File: src/rtl/rtr_pkg.sv
package rtr_pkg;
  localparam int EL_W   = 2;
  localparam int VMID_W = 8;
  localparam int XT_W   = 4;

  typedef enum logic [XT_W-1:0] {
    XT_NORMAL   = 4'd0,
    XT_S1_CUR   = 4'd1,
    XT_S12_NS   = 4'd2,
    XT_HYPCTX   = 4'd3,
    XT_AT_E0    = 4'd4,
    XT_AT_E1    = 4'd5,
    XT_AT_E2    = 4'd6,
    XT_AT_E3    = 4'd7,
    XT_AT12_E0  = 4'd8,
    XT_AT12_E1  = 4'd9
  } xlat_e;

  typedef struct packed {
    logic [EL_W-1:0]   el;
    logic              secure;
    logic              hyp;
    logic [VMID_W-1:0] vmid;
    logic              s2_req;
    logic              s2_desc;
    logic              direct_s2;
  } regime_t;

  localparam int REGIME_W = $bits(regime_t);

  // forced EL for explicit address-translation operations
  function automatic logic [EL_W-1:0] f_eff_el(logic [XT_W-1:0] t,
                                               logic [EL_W-1:0] cur);
    logic [EL_W-1:0] r;
    case (t)
      XT_AT_E0, XT_AT12_E0: r = 2'd0;
      XT_AT_E1, XT_AT12_E1: r = 2'd1;
      XT_AT_E2:             r = 2'd2;
      XT_AT_E3:             r = 2'd3;
      default:              r = cur;
    endcase
    return r;
  endfunction


  function automatic logic f_secure(logic [XT_W-1:0] t, logic sec);
    return sec && (t != XT_HYPCTX) && (t != XT_S12_NS);
  endfunction


  function automatic logic f_hyp(logic [XT_W-1:0] t, logic [EL_W-1:0] el);
    return ((el == 2'd2) || (t == XT_HYPCTX)) &&
           (t != XT_S12_NS) && (t != XT_S1_CUR);
  endfunction

  // common stage-2 gate
  function automatic logic f_s2_gate(logic vm, logic hyp, logic sec,
                                     logic [EL_W-1:0] el);
    return vm && !hyp && !sec && (el < 2'd2);
  endfunction

  // types that stay in stage 1 only
  function automatic logic f_s2_type_ok(logic [XT_W-1:0] t);
    return (t != XT_S1_CUR) && (t != XT_AT_E1);
  endfunction
endpackage

File: src/rtl/rtr_el_map.sv
module rtr_el_map
  import rtr_pkg::*;
#(
  parameter bit HAVE_VIRT = 1'b1
) (
  input  logic [XT_W-1:0] xlat_type,
  input  logic [EL_W-1:0] cur_el,
  input  logic            sec_state,
  output logic [EL_W-1:0] eff_el,
  output logic            eff_secure,
  output logic            eff_hyp
);
  assign eff_el     = f_eff_el(xlat_type, cur_el);
  assign eff_secure = f_secure(xlat_type, sec_state);

  generate
    if (HAVE_VIRT) begin : g_hyp
      assign eff_hyp = f_hyp(xlat_type, eff_el);
    end else begin : g_nohyp
      assign eff_hyp = 1'b0;
    end
  endgenerate
endmodule

File: src/rtl/rtr_stage2_ctl.sv
module rtr_stage2_ctl
  import rtr_pkg::*;
#(
  parameter bit IS_STAGE2 = 1'b0,
  parameter bit HAVE_VIRT = 1'b1
) (
  input  logic [XT_W-1:0]   xlat_type,
  input  logic [EL_W-1:0]   eff_el,
  input  logic              eff_secure,
  input  logic              eff_hyp,
  input  logic              hcr_vm,
  input  logic              sctlr_m,
  input  logic [VMID_W-1:0] s2_base_vmid,
  output logic [VMID_W-1:0] vmid,
  output logic              s2_req,
  output logic              s2_desc,
  output logic              direct_s2
);
  generate
    if (HAVE_VIRT) begin : g_virt
      logic gate;
      assign gate      = f_s2_gate(hcr_vm, eff_hyp, eff_secure, eff_el);
      assign vmid      = s2_base_vmid;
      assign s2_req    = IS_STAGE2 || (gate && f_s2_type_ok(xlat_type));
      assign s2_desc   = IS_STAGE2 || gate;
      assign direct_s2 = !IS_STAGE2 && s2_req && !sctlr_m;
    end else begin : g_novirt
      assign vmid      = '0;
      assign s2_req    = 1'b0;
      assign s2_desc   = 1'b0;
      assign direct_s2 = 1'b0;
    end
  endgenerate
endmodule

File: src/rtl/rtr_ctx_cache.sv
module rtr_ctx_cache #(
  parameter int CTX_W       = 8,
  parameter int TYPE_W      = 4,
  parameter int PAYLOAD_W   = 15,
  parameter bit IGNORE_TYPE = 1'b0
) (
  input  logic                 clk,
  input  logic                 rst_n,
  input  logic [CTX_W-1:0]     ctx_id,
  input  logic [TYPE_W-1:0]    xlat_type,
  input  logic [PAYLOAD_W-1:0] fresh,
  output logic [PAYLOAD_W-1:0] held,
  output logic                 ready,
  output logic                 recompute
);
  logic                 valid_q;
  logic [CTX_W-1:0]     ctx_q;
  logic [TYPE_W-1:0]    type_q;
  logic [PAYLOAD_W-1:0] held_q;
  logic                 type_match;

  generate
    if (IGNORE_TYPE) begin : g_any_type
      assign type_match = 1'b1;
    end else begin : g_type_tag
      assign type_match = (type_q == xlat_type);
    end
  endgenerate

  assign ready     = valid_q && (ctx_q == ctx_id) && type_match;
  assign recompute = !ready;
  assign held      = held_q;

  always_ff @(posedge clk) begin
    if (!rst_n) begin
      valid_q <= 1'b0;
      ctx_q   <= '0;
      type_q  <= '0;
      held_q  <= '0;
    end else if (recompute) begin
      valid_q <= 1'b1;
      ctx_q   <= ctx_id;
      type_q  <= xlat_type;
      held_q  <= fresh;
    end
  end
endmodule

File: src/rtl/rtr_ctx_decoder.sv
module rtr_ctx_decoder
  import rtr_pkg::*;
#(
  parameter int CTX_W     = 8,
  parameter bit IS_STAGE2 = 1'b0,
  parameter bit HAVE_VIRT = 1'b1
) (
  input  logic              clk,
  input  logic              rst_n,
  input  logic [EL_W-1:0]   cur_el,
  input  logic              sec_state,
  input  logic              hcr_vm,
  input  logic              sctlr_m,
  input  logic [VMID_W-1:0] s2_base_vmid,
  input  logic [XT_W-1:0]   xlat_type,
  input  logic [CTX_W-1:0]  ctx_id,
  output logic [EL_W-1:0]   out_el,
  output logic              out_secure,
  output logic              out_hyp,
  output logic [VMID_W-1:0] out_vmid,
  output logic              out_s2_req,
  output logic              out_s2_desc,
  output logic              out_direct_s2,
  output logic              ready
);
  logic [EL_W-1:0]   eff_el;
  logic              eff_secure;
  logic              eff_hyp;
  logic [VMID_W-1:0] nxt_vmid;
  logic              nxt_s2_req;
  logic              nxt_s2_desc;
  logic              nxt_direct;
  regime_t           fresh;
  regime_t           held;
  logic [REGIME_W-1:0] held_bits;
  logic              recompute;

  rtr_el_map #(.HAVE_VIRT(HAVE_VIRT)) u_el (
    .xlat_type  (xlat_type),
    .cur_el     (cur_el),
    .sec_state  (sec_state),
    .eff_el     (eff_el),
    .eff_secure (eff_secure),
    .eff_hyp    (eff_hyp)
  );

  rtr_stage2_ctl #(.IS_STAGE2(IS_STAGE2), .HAVE_VIRT(HAVE_VIRT)) u_s2 (
    .xlat_type    (xlat_type),
    .eff_el       (eff_el),
    .eff_secure   (eff_secure),
    .eff_hyp      (eff_hyp),
    .hcr_vm       (hcr_vm),
    .sctlr_m      (sctlr_m),
    .s2_base_vmid (s2_base_vmid),
    .vmid         (nxt_vmid),
    .s2_req       (nxt_s2_req),
    .s2_desc      (nxt_s2_desc),
    .direct_s2    (nxt_direct)
  );

  always_comb begin
    fresh.el        = eff_el;
    fresh.secure    = eff_secure;
    fresh.hyp       = eff_hyp;
    fresh.vmid      = nxt_vmid;
    fresh.s2_req    = nxt_s2_req;
    fresh.s2_desc   = nxt_s2_desc;
    fresh.direct_s2 = nxt_direct;
  end

  rtr_ctx_cache #(
    .CTX_W       (CTX_W),
    .TYPE_W      (XT_W),
    .PAYLOAD_W   (REGIME_W),
    .IGNORE_TYPE (IS_STAGE2)
  ) u_cache (
    .clk       (clk),
    .rst_n     (rst_n),
    .ctx_id    (ctx_id),
    .xlat_type (xlat_type),
    .fresh     (fresh),
    .held      (held_bits),
    .ready     (ready),
    .recompute (recompute)
  );

  assign held          = regime_t'(held_bits);
  assign out_el        = held.el;
  assign out_secure    = held.secure;
  assign out_hyp       = held.hyp;
  assign out_vmid      = held.vmid;
  assign out_s2_req    = held.s2_req;
  assign out_s2_desc   = held.s2_desc;
  assign out_direct_s2 = held.direct_s2;
endmodule

File: config.mk
export PLATFORM = sky130hd
export DESIGN_NAME = rtr_ctx_decoder
export DESIGN_NICKNAME = d
export VERILOG_FILES = /design/src/rtl/rtr_pkg.sv /design/src/rtl/rtr_el_map.sv /design/src/rtl/rtr_stage2_ctl.sv /design/src/rtl/rtr_ctx_cache.sv /design/src/rtl/rtr_ctx_decoder.sv
export SDC_FILE = /design/constraint.sdc
export NUM_CORES = 1
export LEC_CHECK = 0
export ABC_CLOCK_PERIOD_IN_PS = 2600
export BUFFER_PORTS_ARGS = -buffer_cell sky130_fd_sc_hd__buf_2
export CAP_MARGIN = 5
export CELL_PAD_IN_SITES_DETAIL_PLACEMENT = 1
export CELL_PAD_IN_SITES_GLOBAL_PLACEMENT = 1
export CORE_ASPECT_RATIO = 1.1
export CORE_MARGIN = 10
export CORE_UTILIZATION = 38
export CTS_BUF_LIST = sky130_fd_sc_hd__clkbuf_8 sky130_fd_sc_hd__clkbuf_16
export DETAILED_ROUTE_END_ITERATION = 6
export GPL_TIMING_DRIVEN = 0
export PLACE_DENSITY_LB_ADDON = 0.1
export SYNTH_ARGS = -nofsm -noshare
export SYNTH_HDL_FRONTEND = slang
export SYNTH_SLANG_ARGS = --single-unit
File: constraint.sdc
create_clock -name clk -period 2.6 [get_ports clk]
set_input_delay 0.26 -clock clk [delete_from_list [all_inputs] [get_ports clk]]
set_output_delay 0.26 -clock clk [all_outputs]
set_load 0.05 [all_outputs]
==> metrics.md <==
| Metric | Value |
|---|---|
| Synth Net Count | `~150` |
| CP Capture Type | `output port` |
| Endpoints failing hold | `0` |
| Clock Path Buffers | `2` |
| # IOs | `between 40 and 50` |
| Maximum number of pins on one net before global-route repair | `17` |
| Chip width | `roughly 73 um` |
| Synth Area in XOR/XNOR | `a little under a tenth` |
| CP Launch Type | `register` |
| Drt first pass iters | `3` |
| Skew-Pair Late Insertion Delay | `0.27 ns` |
| Hold bufs inserted after CTS | `0` |
| Core area | `~3000 um2` |
| Worst path slowest cell | `dfxtp_1` |
| Synth async-reset ratio | `0%` |
| Top cell type's share of synthesized area | `47.1%` |
| Clock skew | `about 0.0019 ns` |
| Post-Layout Cell Count | `roughly 200` |
| Max-Cap Viols | `0` |
| Final net count | `~200` |
| Crit-path max FO | `10` |
| Vias per cell | `~5.0` |
| Clk root buf | `clkbuf_8` |
| Post-CTS Repair Setup Buffers | `0` |
| Layout area overhead | `25.9%` |
| Primary FF master, synth | `dfxtp_1` |
| Arr. time, crit path | `1.72 ns` |
| # rows | `21` |
| H-tree depth | `1` |
| Register area share after synthesis | `47.1%` |
| HP Class | `input port to register` |
| Worst endpoint required time | `between 2 and 2.5 ns` |
| Placed insts | `a little under 200` |
| Final setup viols | `0` |
| YS warnings | `0` |
| Worst-margin pin slew | `between 0.4 and 0.5 ns` |
| Final wirelength | `2.97 mm` |
| Worst setup margin | `0.616 ns` |
| Top post-synthesis cells by area | `dfxtp_1 47%, xnor2_1 9.6%, mux2i_1 9.2%` |
| DP HPWL | `between 2 and 2.5 mm` |
| Cell variety after synth | `27` |
| Mux share of post-synthesis cell area | `9.24%` |
| Drt drc | `0` |
| TritonCTS Sinks | `28` |
| Final min period | `1.98 ns` |
| GP Congestion | `0.673` |
| Cell with the most instances after synthesis | `dfxtp_1` |
| Simple-gate portion of the synthesized area | `20.1%` |
| CP Cell Sequence | `xnor2_1 > nand4_1 > nor4_2 > buf_4 > buf_2` |
| Die height | `between 70 and 80 um` |
| CTS Buf Count | `3` |
| Slew Viols, Final | `0` |
| Iteration-0 DRC Markers | `23` |
| WS Path Type | `register to output port` |
| First-pass GRT wire length | `5.00 mm` |
| Synth Area in Adders | `0%` |
| Antenna violation net count after detailed routing | `0` |
| Peak supply drop | `390 uV` |
| Top post-synthesis cells by count | `28 x dfxtp_1, 14 x nor2_1, 13 x xnor2_1, 12 x and2_1, 11 x mux2i_1` |
| Port Buffers | `39` |
| Worst path max stage delay | `around 0.32 ns` |
| Number of global-route vias before repair | `~1,100` |
| Final hold slack | `between 0.2 and 0.25 ns` |
| Fmax achieved | `about 500 MHz` |
| Grt ovf | `0` |
| Synthesized area | `between 1000 and 1500 um2` |
| Pwr Density | `636 nW/um2` |
| Worst-path clk slew | `roughly 0.09 ns` |
| Critical path buffers and inverters | `2` |
| Yosys reg bits | `28` |
| Total power | `955 uW` |
| Final setup TNS | `0 ns` |
| Period utilization | `approximately 76%` |
| Status | `finished clean` |
| Combinational family with the most area after synthesis | `simple AND/OR/NAND/NOR gates` |
| Post-Syn Instances | `between 100 and 150` |
| Share of cells above drive strength 1 | `around 30%` |
| Leakage | `0.000635 uW` |
| Slew headroom | `70.1%` |
| Die ar. | `between 5000 and 6000 um2` |
| Resized Gates After CTS | `0` |
| Area leader, netlist | `dfxtp_1` |
| Compound-Gate Fraction of Synth Area | `slightly above 8%` |
| Avg Cell Area, Syn | `~9.6 um2` |
| CTS tree | `built` |
| Starting density of the core | `just under 40%` |
| Unrepaired setup endpoints after global routing | `no` |
| WL per Instance | `between 10 and 15 um` |
| Crit-path leading delay family | `buffers and inverters` |
| N_diodes | `0` |
| Place WS | `about 0.77 ns` |
| Initial antenna violation count | `0` |
| Number of synthesized flops with an enable pin | `0` |
| Via count | `approximately 1,000` |
| GRT Overall Usage | `a little over a tenth` |
[path summary, 6_finish.rpt]
| check | start | end | slack, ns | depth (start not counted) |
|---|---|---|---|---|
| worst max-delay path | u_cache.ctx_q[3] | ready | 0.62 | 5 |
| worst min-delay path | ctx_id[5] | u_cache.ctx_q[5] | 0.21 | 2 |
| worst max register to register | u_cache.ctx_q[3] | u_cache.held[9] | 1.00 | 6 |
| worst min register to register | u_cache.held[2] | u_cache.held[2] | 0.48 | 2 |
[layout by cell type (no fill, tap or decap), drive strengths merged, types with 3 or more instances in the layout]
cell type / instances
buf: 44
dfxtp: 28
nor2: 14
xnor2: 13
and2: 12
mux2i: 11
clkbuf: 7
o21ai: 6
nand2: 5
nand3: 4
o31ai: 4
inv: 3
[cells by family (layout without fill, tap and decap cells)]
| group | Yosys count | after routing |
|---|---|---|
| compound gates | 15 | 15 |
| xor+xnor | 13 | 13 |
| flops | 28 | 28 |
| buf+inv | 12 | 55 |
| mux | 11 | 11 |
| simple gates | 45 | 45 |
[report_power, final]
| group | switching, uW | total (uW) | internal, uW |
|---|---|---|---|
| sequential | 10.3 | 462 | 452 |
| clock | 133 | 339 | 206 |
| combinational | 94.7 | 153 | 58.5 |
| total | 238 | 955 | 716 |
[cell type report]
type,instances,area (um2)
clock inverters,1,30.0
repair buffers,39,195
multi-input cells,84,562
plain buffers,9,57.6
clock buffers,3,41.3
fillers,369,1520
well taps,34,42.5
flip-flops and latches,28,561
inverters,3,11.3
[sequential cells by signal (all words and copies together), names as in the netlist]
name             cells
u_cache.held        15
u_cache.ctx_q        8
u_cache.type_q       4
u_cache.valid_q      1
[routing by layer]
layer / vias up / GRT usage [%] / wire, um
met2: 25 / 18.3 / 1540
met1: 468 / 10.8 / 1130
met4: 0 / 3.92 / 45
met5: - / 0 / 0
met3: 5 / 4.98 / 247
li1: 501 / - / -
[per-stage QoR]
step | instance area [um2] | util (%)
3_5_place_dp | 1430 | 47.3
4_1_cts | 1500 | 49.6
5_1_grt | 1500 | 49.6
2_1_floorplan | 1190 | -
6_report | 1500 | 49.6
3_3_place_gp | 1430 | 47.3
Note: power is estimated with default switching activity, not from simulation.
